`config.mk`:
```
export PLATFORM = sky130hd
export DESIGN_NAME = tfc_flag_ctrl
export DESIGN_NICKNAME = d
export VERILOG_FILES = /design/src/rtl/tfc_pkg.sv /design/src/rtl/tfc_decode.sv /design/src/rtl/tfc_srq_gate.sv /design/src/rtl/tfc_slice.sv /design/src/rtl/tfc_flag_ctrl.sv
export SDC_FILE = /design/constraint.sdc
export NUM_CORES = 1
export LEC_CHECK = 0
export ABC_AREA = 1
export BUFFER_PORTS_ARGS = -buffer_cell sky130_fd_sc_hd__buf_2
export CAP_MARGIN = 30
export CORE_UTILIZATION = 50
export CTS_BUF_LIST = sky130_fd_sc_hd__clkbuf_4 sky130_fd_sc_hd__clkbuf_8
export CTS_CLUSTER_SIZE = 12
export DETAILED_ROUTE_END_ITERATION = 7
export GPL_TIMING_DRIVEN = 0
export PLACE_DENSITY_LB_ADDON = 0.3
export SYNTH_ARGS = -nofsm -noshare
export SYNTH_HDL_FRONTEND = slang
export SYNTH_SLANG_ARGS = --single-unit
```
`constraint.sdc`:
```
create_clock -name clk -period 1.63 [get_ports clk]
set_input_delay 0.326 -clock clk [delete_from_list [all_inputs] [get_ports clk]]
set_output_delay 0.326 -clock clk [all_outputs]
set_load 0.02 [all_outputs]
```
`src/rtl/tfc_pkg.sv`:
```
package tfc_pkg;

  // Per-instruction update strobes for one channel slice
  typedef struct packed {
    logic clr_men1;
    logic clr_men2;
    logic set_men1;
    logic set_men2;
    logic clr_mev1;
    logic clr_mev2;
    logic clr_tdl1;
    logic clr_tdl2;
    logic set_inh;
    logic clr_inh;
    logic set_cap;
    logic clr_cap;
  } tfc_ctl_t;

  // Wide match-disable codes
  localparam logic [1:0] MDIS_ONE  = 2'b00;
  localparam logic [1:0] MDIS_BOTH = 2'b01;
  localparam logic [1:0] MDIS_TWO  = 2'b10;

  // Wide transition-clear codes
  localparam logic [1:0] TCLR_ONE  = 2'b00;
  localparam logic [1:0] TCLR_TWO  = 2'b01;
  localparam logic [1:0] TCLR_BOTH = 2'b10;

  // Request-disable codes
  localparam logic [1:0] RQD_INH_NOCAP = 2'b00;
  localparam logic [1:0] RQD_INH       = 2'b01;
  localparam logic [1:0] RQD_UNINH_CAP = 2'b10;

endpackage

```
`src/rtl/tfc_decode.sv`:
```
module tfc_decode
  import tfc_pkg::*;
(
  input  logic       fmt_wide,
  input  logic [1:0] mdis_fld,
  input  logic [1:0] tclr_fld,
  input  logic       mev1_keep,
  input  logic       mev2_keep,
  input  logic       menw1,
  input  logic       menw2,
  input  logic [1:0] rqd_fld,
  output tfc_ctl_t   ctl
);

  always_comb begin
    ctl = '0;

    // match-enable disable
    if (fmt_wide) begin
      case (mdis_fld)
        MDIS_ONE:  ctl.clr_men1 = 1'b1;
        MDIS_BOTH: begin
          ctl.clr_men1 = 1'b1;
          ctl.clr_men2 = 1'b1;
        end
        MDIS_TWO:  ctl.clr_men2 = 1'b1;
        default:   ;
      endcase
    end else if (!mdis_fld[0]) begin
      ctl.clr_men1 = 1'b1;
      ctl.clr_men2 = 1'b1;
    end

    ctl.set_men1 = menw1;
    ctl.set_men2 = menw2;

    // transition latch clear
    if (fmt_wide) begin
      case (tclr_fld)
        TCLR_ONE:  ctl.clr_tdl1 = 1'b1;
        TCLR_TWO:  ctl.clr_tdl2 = 1'b1;
        TCLR_BOTH: begin
          ctl.clr_tdl1 = 1'b1;
          ctl.clr_tdl2 = 1'b1;
        end
        default:   ;
      endcase
    end else if (!tclr_fld[0]) begin
      ctl.clr_tdl1 = 1'b1;
      ctl.clr_tdl2 = 1'b1;
    end

    ctl.clr_mev1 = !mev1_keep;
    ctl.clr_mev2 = !mev2_keep;

    // request disable / capture enable
    case (rqd_fld)
      RQD_INH_NOCAP: begin
        ctl.set_inh = 1'b1;
        ctl.clr_cap = 1'b1;
      end
      RQD_INH:       ctl.set_inh = 1'b1;
      RQD_UNINH_CAP: begin
        ctl.clr_inh = 1'b1;
        ctl.set_cap = 1'b1;
      end
      default:       ;
    endcase
  end

endmodule

```
`src/rtl/tfc_srq_gate.sv`:
```
module tfc_srq_gate (
  input  logic [3:0] pend,
  input  logic       inh,
  input  logic       lsr,
  input  logic       hsr,
  output logic       req
);

  logic mt_req;

  always_comb begin
    mt_req = (|pend) & ~inh;
    req    = mt_req | lsr | hsr;
  end

endmodule

```
`src/rtl/tfc_slice.sv`:
```
module tfc_slice
  import tfc_pkg::*;
(
  input  logic     clk,
  input  logic     rst,
  input  logic     hit,
  input  tfc_ctl_t ctl,
  input  logic     ev_m1,
  input  logic     ev_m2,
  input  logic     ev_t1,
  input  logic     ev_t2,
  input  logic     lsr,
  input  logic     hsr,
  output logic     men1_q,
  output logic     men2_q,
  output logic     mev1_q,
  output logic     mev2_q,
  output logic     tdl1_q,
  output logic     tdl2_q,
  output logic     inh_q,
  output logic     cap_q,
  output logic     srq_q
);

  logic men1_d, men2_d, mev1_d, mev2_d;
  logic tdl1_d, tdl2_d, inh_d, cap_d, srq_d;

  always_comb begin
    men1_d = men1_q;
    men2_d = men2_q;
    inh_d  = inh_q;
    cap_d  = cap_q;
    if (hit) begin
      men1_d = (men1_q & ~ctl.clr_men1) | ctl.set_men1;
      men2_d = (men2_q & ~ctl.clr_men2) | ctl.set_men2;
      if (ctl.set_inh)      inh_d = 1'b1;
      else if (ctl.clr_inh) inh_d = 1'b0;
      if (ctl.clr_cap)      cap_d = 1'b0;
      else if (ctl.set_cap) cap_d = 1'b1;
    end
    // hardware events take priority over microcode clears
    mev1_d = (ev_m1 & men1_q) | (mev1_q & ~(hit & ctl.clr_mev1));
    mev2_d = (ev_m2 & men2_q) | (mev2_q & ~(hit & ctl.clr_mev2));
    tdl1_d = ev_t1 | (tdl1_q & ~(hit & ctl.clr_tdl1));
    tdl2_d = ev_t2 | (tdl2_q & ~(hit & ctl.clr_tdl2));
  end

  tfc_srq_gate u_gate (
    .pend ({mev1_d, mev2_d, tdl1_d, tdl2_d}),
    .inh  (inh_d),
    .lsr  (lsr),
    .hsr  (hsr),
    .req  (srq_d)
  );

  always_ff @(posedge clk) begin
    if (rst) begin
      men1_q <= 1'b1;
      men2_q <= 1'b1;
      mev1_q <= 1'b0;
      mev2_q <= 1'b0;
      tdl1_q <= 1'b0;
      tdl2_q <= 1'b0;
      inh_q  <= 1'b0;
      cap_q  <= 1'b0;
      srq_q  <= 1'b0;
    end else begin
      men1_q <= men1_d;
      men2_q <= men2_d;
      mev1_q <= mev1_d;
      mev2_q <= mev2_d;
      tdl1_q <= tdl1_d;
      tdl2_q <= tdl2_d;
      inh_q  <= inh_d;
      cap_q  <= cap_d;
      srq_q  <= srq_d;
    end
  end

endmodule

```
`src/rtl/tfc_flag_ctrl.sv`:
```
module tfc_flag_ctrl
  import tfc_pkg::*;
#(
  parameter int NUM_CH = 8,
  localparam int CH_W  = (NUM_CH > 1) ? $clog2(NUM_CH) : 1
) (
  input  logic              clk,
  input  logic              rst,
  input  logic              ui_valid,
  input  logic [CH_W-1:0]   ch_sel,
  input  logic              fmt_wide,
  input  logic [1:0]        mdis_fld,
  input  logic [1:0]        tclr_fld,
  input  logic              mev1_keep,
  input  logic              mev2_keep,
  input  logic              menw1,
  input  logic              menw2,
  input  logic [1:0]        rqd_fld,
  input  logic [NUM_CH-1:0] hw_match1,
  input  logic [NUM_CH-1:0] hw_match2,
  input  logic [NUM_CH-1:0] hw_trans1,
  input  logic [NUM_CH-1:0] hw_trans2,
  input  logic [NUM_CH-1:0] lsr_in,
  input  logic [NUM_CH-1:0] hsr_in,
  output logic [NUM_CH-1:0] men1_q,
  output logic [NUM_CH-1:0] men2_q,
  output logic [NUM_CH-1:0] mev1_q,
  output logic [NUM_CH-1:0] mev2_q,
  output logic [NUM_CH-1:0] tdl1_q,
  output logic [NUM_CH-1:0] tdl2_q,
  output logic [NUM_CH-1:0] inh_q,
  output logic [NUM_CH-1:0] cap_q,
  output logic [NUM_CH-1:0] srq_o
);

  tfc_ctl_t          ctl;
  logic [NUM_CH-1:0] hit;

  tfc_decode u_dec (
    .fmt_wide  (fmt_wide),
    .mdis_fld  (mdis_fld),
    .tclr_fld  (tclr_fld),
    .mev1_keep (mev1_keep),
    .mev2_keep (mev2_keep),
    .menw1     (menw1),
    .menw2     (menw2),
    .rqd_fld   (rqd_fld),
    .ctl       (ctl)
  );

  for (genvar g = 0; g < NUM_CH; g++) begin : g_ch
    assign hit[g] = ui_valid && (ch_sel == CH_W'(g));

    tfc_slice u_slice (
      .clk    (clk),
      .rst    (rst),
      .hit    (hit[g]),
      .ctl    (ctl),
      .ev_m1  (hw_match1[g]),
      .ev_m2  (hw_match2[g]),
      .ev_t1  (hw_trans1[g]),
      .ev_t2  (hw_trans2[g]),
      .lsr    (lsr_in[g]),
      .hsr    (hsr_in[g]),
      .men1_q (men1_q[g]),
      .men2_q (men2_q[g]),
      .mev1_q (mev1_q[g]),
      .mev2_q (mev2_q[g]),
      .tdl1_q (tdl1_q[g]),
      .tdl2_q (tdl2_q[g]),
      .inh_q  (inh_q[g]),
      .cap_q  (cap_q[g]),
      .srq_q  (srq_o[g])
    );
  end

endmodule

```
# Yosys cells after proc, flatten, opt, wreduce, memory -nomap -nowiden
# Cells that the tools add are included.
# totals
inputBits,65
latchBits,0
mem_bits_rw,0
mem_count,0
register_bits,72
romBits,0
output_inout_bits,72
elab_cells,368
# op_classes
bitwise,210
n_mul,0
n_addsub,0
div,0
magnitude_cmp,0
n_mux,37
n_shift,0
n_reduce_logical,36
n_eq_ne,13
# op_table
op,count
bitwise AND 1 bit,104
bitwise OR 1 bit,64
inverter 1 bit,42
2-to-1 mux 1 bit,32
OR reduction 4 bit,8
AND reduction 2 bit,8
== test 3 bit (second input constant),4
2-to-1 mux 2 bit,5
OR reduction 2 bit,5
logical AND 1 bit,8
== test 2 x 1 -> 1 bit (second input constant),3
== test 2 bit (second input constant),3
== test 3 x 2 -> 1 bit (second input constant),2
logical NOT 2 bit,3
== test 3 x 1 -> 1 bit (second input constant),1
logical NOT 3 bit,1
logical NOT 1 bit,2
nonzero test 2 bit,1

# Logic depth before layout (Yosys ltp)
# logic_depth
depth_word,12
depth_mapped,11
ltp_nobuf,11

# Cells and area by module
# Synthesis repeated with hierarchy kept, for this count alone.
# unflattened
cells_unflattened,507
hier_area_um2,3558.4
# by_module_without_submodules
mod,cells_each,instances,seq_area_each_um2,area_each_um2
tfc_slice,51,8,180.2,394.1
tfc_srq_gate,7,8,0.0,26.3
tfc_decode,26,1,0.0,131.4
tfc_flag_ctrl,17,1,0.0,63.8

# Worst setup path before layout
# No wires, ideal clock.
# synth_timing
path_kind,in2reg
start,in tclr_fld[0]
end,reg g_ch[0].u_slice.srq_q
n_path_buf,0
required_time_ns,1.498
setup_slack_ns,0.252
cell_stages,9
t_arrival_ns,1.246
setup_time_ns,0.132
cell_sequence,inv_1 > ha_1 > nand2_1 > nand2_1 > nand2_1 > a21oi_1 > nand3_1 > nand2_1 > a21oi_1
# synth_via
elab_chain_len,12
elab_cells_between_ends,21
classes_between,2 x eq/ne; 4 x mux; 11 x bitwise; 4 x reduce/logical
# synth_rtl
element,line,rtl
from (decl),tfc_flag_ctrl.sv:13,"input logic [1:0] tclr_fld,"
"== test 2 x 1 -> 1 bit, or another cell as far along",tfc_decode.sv:39,case (tclr_fld)
OR reduction 2 bit (no source line),-,
2-to-1 mux 1 bit,tfc_decode.sv:39,
2-to-1 mux 2 bit *,tfc_decode.sv:38,if (fmt_wide) begin
bitwise AND 1 bit (on tied branches),"tfc_slice.sv:45, tfc_slice.sv:44",
inverter 1 bit (on tied branches),"tfc_slice.sv:45, tfc_slice.sv:44",
bitwise AND 1 bit (on tied branches),"tfc_slice.sv:45, tfc_slice.sv:44",
bitwise OR 1 bit (on tied branches),"tfc_slice.sv:45, tfc_slice.sv:44",
OR reduction 4 bit *,tfc_srq_gate.sv:12,mt_req = (|pend) & ~inh;
bitwise AND 1 bit *,tfc_srq_gate.sv:12,
bitwise OR 1 bit * (2 in series),tfc_srq_gate.sv:13,req = mt_req | lsr | hsr;
to (signal assigned),tfc_slice.sv:76,srq_q <= srq_d;
to (decl),tfc_slice.sv:22,output logic srq_q
# Mark *: on every way between the ends. The rest lies on a longest branch, timed or not.
# A chain may end at the register's enable or synchronous reset.

# Worst setup path after layout
# layout_timing
start,in tclr_fld[0]
end,reg g_ch[3].u_slice.srq_q
# layout_via
elab_chain_len,12
elab_cells_between_ends,21
classes_between,2 x eq/ne; 4 x mux; 11 x bitwise; 4 x reduce/logical
# layout_rtl
element,line
"== test 2 x 1 -> 1 bit, or another cell as far along",tfc_decode.sv:39
OR reduction 2 bit (no source line),-
2-to-1 mux 1 bit,tfc_decode.sv:39
2-to-1 mux 2 bit *,tfc_decode.sv:38
bitwise AND 1 bit (on tied branches),"tfc_slice.sv:45, tfc_slice.sv:44"
inverter 1 bit (on tied branches),"tfc_slice.sv:45, tfc_slice.sv:44"
bitwise AND 1 bit (on tied branches),"tfc_slice.sv:45, tfc_slice.sv:44"
bitwise OR 1 bit (on tied branches),"tfc_slice.sv:45, tfc_slice.sv:44"
OR reduction 4 bit *,tfc_srq_gate.sv:12
bitwise AND 1 bit *,tfc_srq_gate.sv:12
bitwise OR 1 bit * (2 in series),tfc_srq_gate.sv:13
to (signal assigned),tfc_slice.sv:76
to (decl),tfc_slice.sv:22
# Marks and branches as above.

==> results.tsv <==
metric	value	unit
status	finished clean	
cts_buffer_depth	2	
cp_slowest_stage_delay	0.27	ns
seq_area_frac_synth	41.35	%
h-tree-depth	3	
antenna_found_initial	0	
max_cap_violations	0	
hold_class	primary input to flop	
numCtsBuffers	9	
holdPathStages	3	
tightest_slew	0.5973	ns
cts_hold_buffers	0	
switching_power	1146	uW
seqPwrFrac	45.4	%
total_power	4176	uW
drive_gt1_share	35.15	%
combPwrFrac	17.6	%
synth_nets	561	
rsz0062_at_grt	no	
slew_viol_final	0	
grt_pass1_vias	3190	
cpLargestDelayFamily	simple AND/OR/NAND/NOR gates	
crit_path_top_delay_cell	ha_1	
fin_util	66.19	%
clock-skew-final	0.005408	ns
netlist_area	3486	sq um
cts.reportedPaths.clkPinSlew	0.08	ns
dieArea	7309	sq um
critPathKind	primary input to flop	
place_congestion	0.8778	
cts.sinks	72	
ys_types	17	
crit_required	1.85	ns
fin_nets	705	
cts_tree	yes	
coreArea	6756	sq um
num_vias	3503	
ys_seq_elements	72	
hold_violations	0	
cts-root-buf	clkbuf_8	
ys_warn_count	0	
worstPathCellList	buf_2, inv_1, ha_1, nand2_1, nand2_2, nand2_1, nand2_1, nand2_1, nor2_1, nand2_1, nand2_1, a21oi_1	
vias_per_cell	4.845	
wire_per_inst	12.79	um
n_antenna_cell	0	
synth_cells	494	
grtUsageTotal	25.93	%
drt_wl_total	9248	um
period_needed	1.427	ns
finalSetupViolations	0	
io_pins	137	
worst-path-max-fanout	8	
drt_first_iter_violations	144	
grt_max_degree	13	
swShare	27.44	%
layout_common_cells	nand2_1, buf_2, buf_4, dfxtp_1	
period_share	87.54	%
relSlewSlack	60.18	%
chipWidth	85.50	um
hpwl	6932	um
endpoint_kind	flop	
cp.buffers_inverters	2	
drc_errors	0	
layout_commonest_cell	nand2_1	
io_buffers	132	
powerDensity	933.9	nW/um^2
ir_drop	0.6058	mV
ant_nets	0	
grt-ovfl-total	0	
power.internal	3030	uW
synth_area_per_cell	7.056	sq um
firstDrtPassIters	7	
cp.depth	12	
fmax	0.7008	GHz
crit_top_cell	nand2_1	
die_h	85.50	um
rows	30	
arrival	1.64	ns
grt_first_pass_wirelength	14500	um
reg2reg_depth	6	
initial_core_util	51.59	%
pwr-share-clk	37.0	%
worstSetupStartpointType	primary input	
p_leak	0.002340	uW
clock_latency	0.34	ns
area.growth.synth_to_final	28.28	%
==> area by class of cell <==
type | count | area [sq um]
buffer | 84 | 585.6
fill | 641 | 2285
tap | 80 | 100.1
clock buffer | 10 | 131.4
timing repair buffer | 133 | 665.6
sequential | 72 | 1441
inverter | 37 | 138.9
clock inverter | 6 | 83.83
multi-input combinational | 301 | 1325
==> power by group through the flow <==
stage	combinational, uW	sequential (uW)	clock [uW]
final	736	1900	1540
after detailed placement	730	1940	0
after global placement	716	1930	0
after CTS	732	1900	1550
after global routing	807	1910	1640
after floorplan	490	1920	0
==> through the flow <==
stage | hold slack (ns) | instance area [sq um] | setup TNS [ns] | worst slack (ns) | cells
global placement | 0.4625 | 4247 | -1.555 | -0.2327 | 706
finish | 0.1962 | 4472 | 0 | 0.2030 | 723
global route | 0.2086 | 4472 | 0 | 0.01780 | 723
CTS | 0.1917 | 4462 | 0 | 0.1196 | 722
detailed placement | 0.4666 | 4247 | -1.941 | -0.2527 | 706
floorplan | 0.4498 | 3486 | 0 | 0.2521 | 494
==> worst min-delay path: stages <==
cell and delay [ns]:
buf_2 0.07, a21oi_1 0.04, nor2_1 0.07
==> state kept, by name, indices dropped and copies added, names as in the netlist <==
register / flops
g_ch.u_slice.cap_q: 8
g_ch.u_slice.inh_q: 8
g_ch.u_slice.men1_q: 8
g_ch.u_slice.men2_q: 8
g_ch.u_slice.mev1_q: 8
g_ch.u_slice.mev2_q: 8
g_ch.u_slice.srq_q: 8
g_ch.u_slice.tdl1_q: 8
g_ch.u_slice.tdl2_q: 8
==> cell usage after synthesis <==
cell type  number  area share (%)
ha_1            2            0.72
nor2_2          1            0.18
buf_4          72              16
buf_1           3            0.32
o21ai_0        27             3.9
dfxtp_1        72              41
inv_1          35             3.8
a211oi_1        1            0.22
nand2_1       138              15
nor2_4          1            0.32
nor2_1         52             5.6
inv_2           1            0.11
nand3_1        20             2.9
a221oi_1        7             1.8
clkinv_1        1            0.11
clkbuf_1        9            0.97
a21oi_1        52             7.5
==> cell families (layout without fill, tap and decap cells) <==
logic type,Yosys count,after routing,share of synthesized area (%)
buffers and inverters,121,270,20.78
flip-flops,72,72,41.35
adder cells (fa/ha/maj),2,2,0.7178
AO/OA/AOI/OAI,87,87,13.32
AND/OR/NAND/NOR,212,212,23.83
==> layer usage <==
layer	vias to the layer above	global-route usage, %	part of all wire (%)
li1	1789	-	-
met5	-	0	0
met4	0	12.27	2.9
met1	1544	32.20	43
met2	145	44.22	47
met3	25	4.042	6.4
==> final timing paths <==
kind	end	startpoint	slack, ns
setup reg to reg	g_ch[3].u_slice.srq_q	g_ch[3].u_slice.tdl2_q	0.67
hold / removal	g_ch[0].u_slice.tdl1_q	hw_trans1[0]	0.20
setup / recovery	g_ch[3].u_slice.srq_q	tclr_fld[0]	0.20
hold reg to reg	g_ch[5].u_slice.cap_q	g_ch[5].u_slice.cap_q	0.48
==> timing repair <==
| action | CTS | global route |
|---|---|---|
| buffers inserted | 0 | 0 |
| endpoints found under the setup margin | 0 | 1 |
| resized for setup | 0 | 2 |
No activity file was read; power rests on OpenSTA's default activity.
